### config.mk
export PLATFORM = sky130hd
export DESIGN_NAME = flash_range_guard
export DESIGN_NICKNAME = d
export VERILOG_FILES = /design/src/rtl/frg_pkg.sv /design/src/rtl/frg_range_bank.sv /design/src/rtl/frg_range_cmp.sv /design/src/rtl/frg_verdict.sv /design/src/rtl/flash_range_guard.sv
export SDC_FILE = /design/constraint.sdc
export NUM_CORES = 1
export LEC_CHECK = 0
export ABC_AREA = 1
export BUFFER_PORTS_ARGS = -buffer_cell sky130_fd_sc_hd__buf_2
export CAP_MARGIN = 15
export CORE_MARGIN = 4
export CORE_UTILIZATION = 42
export CTS_CLUSTER_DIAMETER = 100
export DETAILED_ROUTE_END_ITERATION = 8
export SYNTH_ARGS = -nofsm -noshare
export SYNTH_HDL_FRONTEND = slang
export SYNTH_SLANG_ARGS = --single-unit
export TNS_END_PERCENT = 10
### constraint.sdc
create_clock -name clk -period 3.3 [get_ports clk]
set_input_delay 0.99 -clock clk [delete_from_list [all_inputs] [get_ports clk]]
set_output_delay 0.99 -clock clk [all_outputs]
set_load 0.02 [all_outputs]
### src/rtl/frg_pkg.sv
`timescale 1ns/1ps
package frg_pkg;

    localparam int ADDR_W    = 25;
    localparam int GRAN_W    = 12;
    localparam int LIM_W     = ADDR_W - GRAN_W;
    localparam int REG_W     = 32;
    localparam int WP_BIT    = 31;
    localparam int RP_BIT    = 15;
    localparam int UPPER_LSB = 16;
    localparam int LOWER_LSB = 0;

    localparam logic [REG_W-1:0] KEEP_MASK =
        (REG_W'(1) << WP_BIT) | (REG_W'(1) << RP_BIT) |
        (((REG_W'(1) << LIM_W) - 1) << UPPER_LSB) |
        (((REG_W'(1) << LIM_W) - 1) << LOWER_LSB);

    typedef logic [ADDR_W-1:0] faddr_t;
    typedef logic [LIM_W-1:0]  lim_t;

    typedef enum logic [1:0] {
        KIND_READ  = 2'b00,
        KIND_WRITE = 2'b01,
        KIND_ERASE = 2'b10,
        KIND_MOD   = 2'b11
    } kind_e;

    typedef struct packed {
        logic wp;
        logic rp;
        lim_t upper;
        lim_t lower;
    } range_t;

    typedef struct packed {
        logic valid;
        logic allow;
        logic block;
    } verdict_t;

    function automatic range_t unpack_range(input logic [REG_W-1:0] w);
        range_t r;
        r.wp    = w[WP_BIT];
        r.rp    = w[RP_BIT];
        r.upper = w[UPPER_LSB +: LIM_W];
        r.lower = w[LOWER_LSB +: LIM_W];
        return r;
    endfunction

    function automatic logic [REG_W-1:0] pack_range(input range_t r);
        logic [REG_W-1:0] w;
        w = '0;
        w[WP_BIT]             = r.wp;
        w[RP_BIT]             = r.rp;
        w[UPPER_LSB +: LIM_W] = r.upper;
        w[LOWER_LSB +: LIM_W] = r.lower;
        return w;
    endfunction

    function automatic logic is_read(input kind_e k);
        return k == KIND_READ;
    endfunction

endpackage

### src/rtl/frg_range_bank.sv
`timescale 1ns/1ps
module frg_range_bank
    import frg_pkg::*;
#(
    parameter int NUM_RANGES = 5,
    parameter int IDX_W      = $clog2(NUM_RANGES)
) (
    input  logic                       clk,
    input  logic                       rst,
    input  logic                       wr_en,
    input  logic [IDX_W-1:0]           wr_idx,
    input  logic [REG_W-1:0]           wr_data,
    input  logic [IDX_W-1:0]           rd_idx,
    output logic [REG_W-1:0]           rd_data,
    input  logic                       lock_req,
    output logic                       locked,
    output range_t [NUM_RANGES-1:0]    ranges
);

    range_t [NUM_RANGES-1:0] ranges_q;
    logic                    locked_q;
    logic                    rsvd_unused;

    assign rsvd_unused = |(wr_data & ~KEEP_MASK);

    always_ff @(posedge clk) begin
        if (rst)           locked_q <= 1'b0;
        else if (lock_req) locked_q <= 1'b1;
    end

    for (genvar i = 0; i < NUM_RANGES; i++) begin : g_range
        always_ff @(posedge clk) begin
            if (rst)
                ranges_q[i] <= '0;
            else if (wr_en && !locked_q && wr_idx == IDX_W'(i))
                ranges_q[i] <= unpack_range(wr_data);
        end
    end

    always_comb begin
        rd_data = '0;
        for (int i = 0; i < NUM_RANGES; i++)
            if (rd_idx == IDX_W'(i)) rd_data = pack_range(ranges_q[i]);
    end

    assign locked = locked_q;
    assign ranges = ranges_q;


    lock_sticky_chk: assert property (@(posedge clk) disable iff (rst)
        locked_q |=> locked_q);


    frozen_chk: assert property (@(posedge clk) disable iff (rst)
        locked_q |=> $stable(ranges_q));


    rsvd_zero_chk: assert property (@(posedge clk) disable iff (rst)
        (rd_data & ~KEEP_MASK) == '0);

endmodule

### src/rtl/frg_range_cmp.sv
`timescale 1ns/1ps
module frg_range_cmp
    import frg_pkg::*;
(
    input  range_t rng,
    input  faddr_t addr,
    input  kind_e  kind,
    output logic   prot
);

    faddr_t lo_addr;
    faddr_t hi_addr;
    logic   hit;
    logic   en;

    assign lo_addr = {rng.lower, {GRAN_W{1'b0}}};
    assign hi_addr = {rng.upper, {GRAN_W{1'b1}}};
    assign hit     = (addr >= lo_addr) && (addr <= hi_addr);
    assign en      = is_read(kind) ? rng.rp : rng.wp;
    assign prot    = hit && en;

endmodule

### src/rtl/frg_verdict.sv
`timescale 1ns/1ps
module frg_verdict
    import frg_pkg::*;
#(
    parameter int NUM_RANGES = 5
) (
    input  logic                  clk,
    input  logic                  rst,
    input  logic                  cyc_valid,
    input  logic                  locked,
    input  logic [NUM_RANGES-1:0] prot_vec,
    input  logic                  err_clr,
    output verdict_t              verdict,
    output logic                  err_flag
);

    verdict_t v_q;
    logic     err_q;
    logic     refuse;

    assign refuse = cyc_valid && locked && (|prot_vec);

    always_ff @(posedge clk) begin
        if (rst) begin
            v_q   <= '0;
            err_q <= 1'b0;
        end else begin
            v_q.valid <= cyc_valid;
            v_q.block <= refuse;
            v_q.allow <= cyc_valid && !refuse;
            if (refuse)       err_q <= 1'b1;
            else if (err_clr) err_q <= 1'b0;
        end
    end

    assign verdict  = v_q;
    assign err_flag = err_q;


    valid_follow_chk: assert property (@(posedge clk) disable iff (rst)
        cyc_valid |=> v_q.valid);


    idle_quiet_chk: assert property (@(posedge clk) disable iff (rst)
        !cyc_valid |=> !(v_q.valid || v_q.allow || v_q.block));


    verdict_excl_chk: assert property (@(posedge clk) disable iff (rst)
        v_q.valid |-> ($countones({v_q.allow, v_q.block}) == 1));


    open_until_lock_chk: assert property (@(posedge clk) disable iff (rst)
        (cyc_valid && !locked) |=> v_q.allow);


    err_on_block_chk: assert property (@(posedge clk) disable iff (rst)
        v_q.block |-> err_q);


    err_hold_chk: assert property (@(posedge clk) disable iff (rst)
        (err_q && !err_clr) |=> err_q);


    err_clear_chk: assert property (@(posedge clk) disable iff (rst)
        (err_q && err_clr && !cyc_valid) |=> !err_q);

endmodule

### src/rtl/flash_range_guard.sv
`timescale 1ns/1ps
module flash_range_guard
    import frg_pkg::*;
#(
    parameter  int NUM_RANGES = 5,
    localparam int IDX_W      = $clog2(NUM_RANGES)
) (
    input  logic               clk,
    input  logic               rst,
    input  logic               cfg_wr_en,
    input  logic [IDX_W-1:0]   cfg_wr_idx,
    input  logic [REG_W-1:0]   cfg_wr_data,
    input  logic [IDX_W-1:0]   cfg_rd_idx,
    output logic [REG_W-1:0]   cfg_rd_data,
    input  logic               lock_set,
    output logic               locked,
    input  logic               cyc_valid,
    input  logic [ADDR_W-1:0]  cyc_addr,
    input  logic [1:0]         cyc_kind,
    output logic               dec_valid,
    output logic               dec_allow,
    output logic               dec_block,
    input  logic               err_clr,
    output logic               err_flag
);

    range_t [NUM_RANGES-1:0] ranges;
    logic   [NUM_RANGES-1:0] prot_vec;
    verdict_t                verdict;
    kind_e                   kind;

    assign kind = kind_e'(cyc_kind);

    frg_range_bank #(.NUM_RANGES(NUM_RANGES), .IDX_W(IDX_W)) u_bank (
        .clk      (clk),
        .rst      (rst),
        .wr_en    (cfg_wr_en),
        .wr_idx   (cfg_wr_idx),
        .wr_data  (cfg_wr_data),
        .rd_idx   (cfg_rd_idx),
        .rd_data  (cfg_rd_data),
        .lock_req (lock_set),
        .locked   (locked),
        .ranges   (ranges)
    );

    for (genvar i = 0; i < NUM_RANGES; i++) begin : g_cmp
        frg_range_cmp u_cmp (
            .rng  (ranges[i]),
            .addr (cyc_addr),
            .kind (kind),
            .prot (prot_vec[i])
        );
    end

    frg_verdict #(.NUM_RANGES(NUM_RANGES)) u_verdict (
        .clk       (clk),
        .rst       (rst),
        .cyc_valid (cyc_valid),
        .locked    (locked),
        .prot_vec  (prot_vec),
        .err_clr   (err_clr),
        .verdict   (verdict),
        .err_flag  (err_flag)
    );

    assign dec_valid = verdict.valid;
    assign dec_allow = verdict.allow;
    assign dec_block = verdict.block;

endmodule

# [Yosys cells after proc, flatten, opt, wreduce, memory -nomap -nowiden]
# Cells that the tools add are included.
[word_totals] ff_bits=145 in_bits=71
[op_classes] order_cmp=10 n_eq_ne=8 muxes=12 reduce_logical=26
[op_table] cell="2-to-1 mux 32 bit" count=5
[op_table] cell=">= comparator 25 bit" count=5
[op_table] cell="<= comparator 25 bit" count=5
[op_table] cell="logical AND 1 bit" count=19
[op_table] cell="== test 3 x 2 -> 1 bit, second input constant" count=4
[op_table] cell="2-to-1 mux 1 bit" count=7
[op_table] cell="== test 3 x 1 -> 1 bit, second input constant" count=2
[op_table] cell="== test 3 bit, second input constant" count=2
[op_table] cell="logical NOT 3 bit" count=2
[op_table] cell="OR reduction 5 bit" count=1
[op_table] cell="logical NOT 1 bit" count=2
[op_table] cell="logical NOT 2 bit" count=1
[op_table] cell="nonzero test 2 bit" count=1

# [Logic depth before layout (Yosys ltp)]
[depth] ltp_word=7 mapped_depth=15 ltp_nobuf=15

# [Cells and area by module]
# From an unflattened synthesis, not the netlist that was laid out.
[unflattened] cells_unflattened=1829 area_unflattened_um2=11141.9
[modules_own_cells] mod="frg_range_bank" instances=1 cells_each=1026 area_each_um2=6528.8 seq_area_each_um2=2822.7
[modules_own_cells] mod="frg_range_cmp" instances=5 cells_each=157 area_each_um2=894.6 seq_area_each_um2=0.0
[modules_own_cells] mod="frg_verdict" instances=1 cells_each=18 area_each_um2=140.1 seq_area_each_um2=80.1

# [Worst setup path after synthesis]
# No wires, ideal clock.
[synth_timing] path_type="input-to-output" from="input port cfg_rd_idx[0]" to="output port cfg_rd_data[24]" t_arrival_ns=2.021 setup_slack_ns=0.289 stages=5 cell_sequence="clkbuf_2 -> nor2_2 -> nand2_2 -> clkbuf_1 -> o221ai_1"
[synth_via] elab_chain_len=6 elab_cells_between_ends=10
[synth_rtl] element="from (decl)" line_no="flash_range_guard.sv:13" text="input logic [IDX_W-1:0] cfg_rd_idx,"
[synth_rtl] element="logical NOT 3 bit" line_no="frg_range_bank.sv:43" text="if (rd_idx == IDX_W'(i)) rd_data = pack_range(ranges_q[i]);"
[synth_rtl] element="2-to-1 mux 32 bit (4 in series)" line_no="frg_range_bank.sv:43"
[synth_rtl] element="2-to-1 mux 32 bit *" line_no="frg_range_bank.sv:43"
[synth_rtl] element="to (decl)" line_no="flash_range_guard.sv:14" text="output logic [REG_W-1:0] cfg_rd_data,"
# Every way passes the cells marked *; elsewhere a longest branch is shown, timed or not.

# [Final worst setup path]
[layout_timing] from="input port cfg_rd_idx[2]" to="output port cfg_rd_data[28]"
# Same word-level chain as after synthesis.

==> flow_summary_export.csv <==
group,metric,value,unit
run_status,outcome,"finished clean",
power_and_ir_drop,leakage,4.79,nW
final_layout,n_antenna_cell,0,
critical_path,required,2.31,ns
final_layout,fin_util,50.3,%
global_route,grt_usage,23.9,%
floorplan,die_w,158,um
critical_path,cp-startpoint,"cfg_rd_idx[2]",
detailed_routing,wl,29500,um
synth,ys_seq_area_share,30.6,%
detailed_routing,firstDrtPassIters,5,
timing,finalSetupViolCount,0,
synth,synth_adder_area_share,17.2,%
synth,synth_ff_type,"dfxtp_1",
clock_network,cts_setup_buffers,0,
placed_design,port_buffers,99,
power_and_ir_drop,p_sw_share,27.5,%
hold_path,min_path_cells,2,
timing,rsz0062_at_grt,"false",
final_layout,drive_gt1_share,12.7,%
hold_path,hold_path.class,"flop to flop",
detailed_routing,drt-wirelength-per-cell,16.9,um
global_route,grt_use_met3,3.94,%
final_layout,area_growth_syn_to_layout,16.8,%
detailed_routing,drcViolationCount,0,
power_and_ir_drop,power_frac_seq,38.7,%
synth,syn-cell-area,9480,um^2
detailed_routing,antenna_left,0,
clock_network,root_buffer,"clkbuf_16",
power_and_ir_drop,p_clk_share,45.0,%
timing,fin_skew,0.00487,ns
detailed_routing,vias_per_cell,5.22,
floorplan,fp.dieH,158,um
clock_network,clkLatencyLatePin,0.42,ns
detailed_routing,vias,9128,
critical_path,critPathLaunchType,"input pin",
synth,synth_edf_count,0,
critical_path,reg2regPathDepth,15,
clock_network,clockBufferDepth,2,
critical_path,crit_arrival,2.24,ns
placed_design,place_congestion,0.932,
global_route,met2_usage,36.2,%
floorplan,ios,108,
synth,synth-simple-area-share,17.9,%
clock_network,numCtsBuffers,17,
clock_network,clk_pin_slew_worst_paths,0.06,ns
global_route,grt_max_degree,144,
timing,period_minus_slack,3.23,ns
hold_path,min-delay-start,"u_verdict.err_flag",
global_route,antenna_found_initial,2,
floorplan,start_util,43.0,%
power_and_ir_drop,internal_power,3.41,mW
synth,synth_area_per_cell,6.94,um^2
floorplan,core_area,22000,um^2
floorplan,dieArea,25000,um^2
critical_path,timing.rr.start,"u_bank.ranges[109]",
power_and_ir_drop,combPwrFrac,16.2,%
global_route,grt_overflow,0,
global_route,grt_util_met1,35.5,%
power_and_ir_drop,powerDensity,425,nW/um^2
power_and_ir_drop,p_sw,1.29,mW
placed_design,dp.cells,1720,
final_layout,finalInstanceArea,11100,um^2
synth,yosysUniqueCellTypes,34,
synth,synth_top_family_by_area,"compound AO/OA/AOI/OAI gates",
placed_design,placed_cell_area,10400,um^2
critical_path,critical_path_class,"input pin to primary output",
critical_path,crit_fanout,4,
timing,slew-limit-headroom,31.9,%
flow_run,drv_cap,0,
synth,ys_seq_elements,145,
final_layout,fin_cells,1750,
timing,fin_crit_sh,98.0,%
timing,worstMarginPinSlew,1.02,ns
global_route,grt_pass1_vias,8453,
clock_network,ctsHoldBuffers,0,
placed_design,hpwl,21700,um
timing,hold_viol,0,
power_and_ir_drop,ir_worst_vdd,0.330,mV
global_route,grt-busiest-layer,"met2",
timing,drv_slew,0,
synth,synth-compound-area-share,23.3,%
final_layout,fin_nets,1660,
synth,synth_cells,1366,
synth,synthMuxAreaShare,0.119,%
synth,async_flop_share,0,%
detailed_routing,drt-initial-drc-count,722,
critical_path,end_kind,"primary output",
timing,tns,0,ns
clock_network,cts.sinks,145,
clock_network,htree_levels,4,
floorplan,rows,54,
timing,fmax,309,MHz
clock_network,cts_tree,"yes",
synth,synth_xor_area_share,0,%
global_route,grt_pass1_wl,46500,um
synth,yosys_warnings,0,
power groups by stage:
stage / registers (mW) / logic (mW) / clock network [mW]
finish: 1.82 / 0.764 / 2.12
detailed placement: 1.86 / 0.748 / 0
global placement: 1.86 / 0.738 / 0
global route: 1.83 / 0.874 / 2.22
CTS: 1.82 / 0.756 / 2.14
floorplan: 1.86 / 0.468 / 0
per-layer routing:
metal,wire length (um),share of wire [%]
met2,12400,42
met1,14700,50
met5,21,0.071
met3,1920,6.5
met4,445,1.5
worst max-delay path, cell delays in order:
cell and delay [ns]:
buf_4 0.12, inv_4 0.05, nand2_2 0.05, nor2_2 0.04, buf_12 0.13, inv_2 0.06
nor2_2 0.04, a2111oi_4 0.39, buf_4 0.17, a21oi_1 0.03, buf_4 0.16
path summary, 6_finish.rpt:
kind / endpoint / slack, ns
max: cfg_rd_data[28] / 0.07
min: u_verdict.err_flag / 0.47
max reg2reg: u_verdict.err_flag / 1.16
min reg2reg: u_verdict.err_flag / 0.47
flip-flops by register name (all words and copies together), names as in the netlist:
signal              count
u_bank.locked           1
u_verdict.err_flag      1
u_verdict.verdict       3
u_bank.ranges         140
cells in the mapped netlist, types with 2 or more instances:
cell type,count,area (um^2)
a21oi_1,204,1020
a221oi_1,2,17.5
a31oi_1,2,12.5
buf_2,14,70.1
buf_4,5,37.5
clkbuf_1,35,131
dfxtp_1,145,2900
ha_1,130,1630
inv_1,199,747
inv_2,9,33.8
nand2_1,236,886
nand3_1,38,190
nand3_2,2,20.0
nand3b_1,4,30.0
nand4_1,9,56.3
nor2_1,103,387
nor2_2,6,37.5
nor3_1,3,15.0
nor3_2,3,30.0
nor4_1,2,12.5
o211ai_1,12,90.1
o21ai_0,143,716
o21ai_1,11,55.1
o221ai_1,14,123
o22ai_1,26,163
repair_timing:
item                                    CTS  global route
gates resized for setup                   2            13
pin swaps                                 0             1
endpoints found under the setup margin    1            22
layout make-up:
type	instances	area [um^2]
fill	2187	11000
clock inverter	9	155
multi-input combinational	960	5600
timing repair buffer	126	796
clock buffer	21	480
sequential	145	2900
inverter	209	787
tap	280	350
metrics by stage:
step	worst slack [ns]	power (mW)	hold slack, ns
after floorplan	0.289	2.33	0.444
final	0.0658	4.70	0.469
after CTS	0.00480	4.72	0.473
after detailed placement	-0.313	2.61	0.462
after global placement	-0.306	2.60	0.458
after global routing	0.00259	4.92	0.500
cell usage in the layout (no fill, tap or decap), drive strengths merged:
cell type	n
o221ai	14
clkinvlp	1
clkbuf	21
and2	1
a2111oi	1
nor3	7
nand2	237
conb	4
o22ai	26
nand4	9
inv	208
bufinv	4
clkinv	5
nor4	2
mux2	1
ha	130
o211ai	12
a221oi	2
nand3b	4
nand3	40
and3	1
a21oi	204
buf	126
o21ai	154
a31oi	2
dfxtp	145
nor2	109
cell families (layout without fill, tap and decap cells):
logic type,Yosys count,in the layout
AO/OA/AOI/OAI,415,415
AND/OR/NAND/NOR,410,410
flip-flops,145,145
adder cells (fa/ha/maj),130,130
buffers and inverters,264,365
multiplexers,1,1
other,1,4
Note: power is estimated with default switching activity, not from simulation.
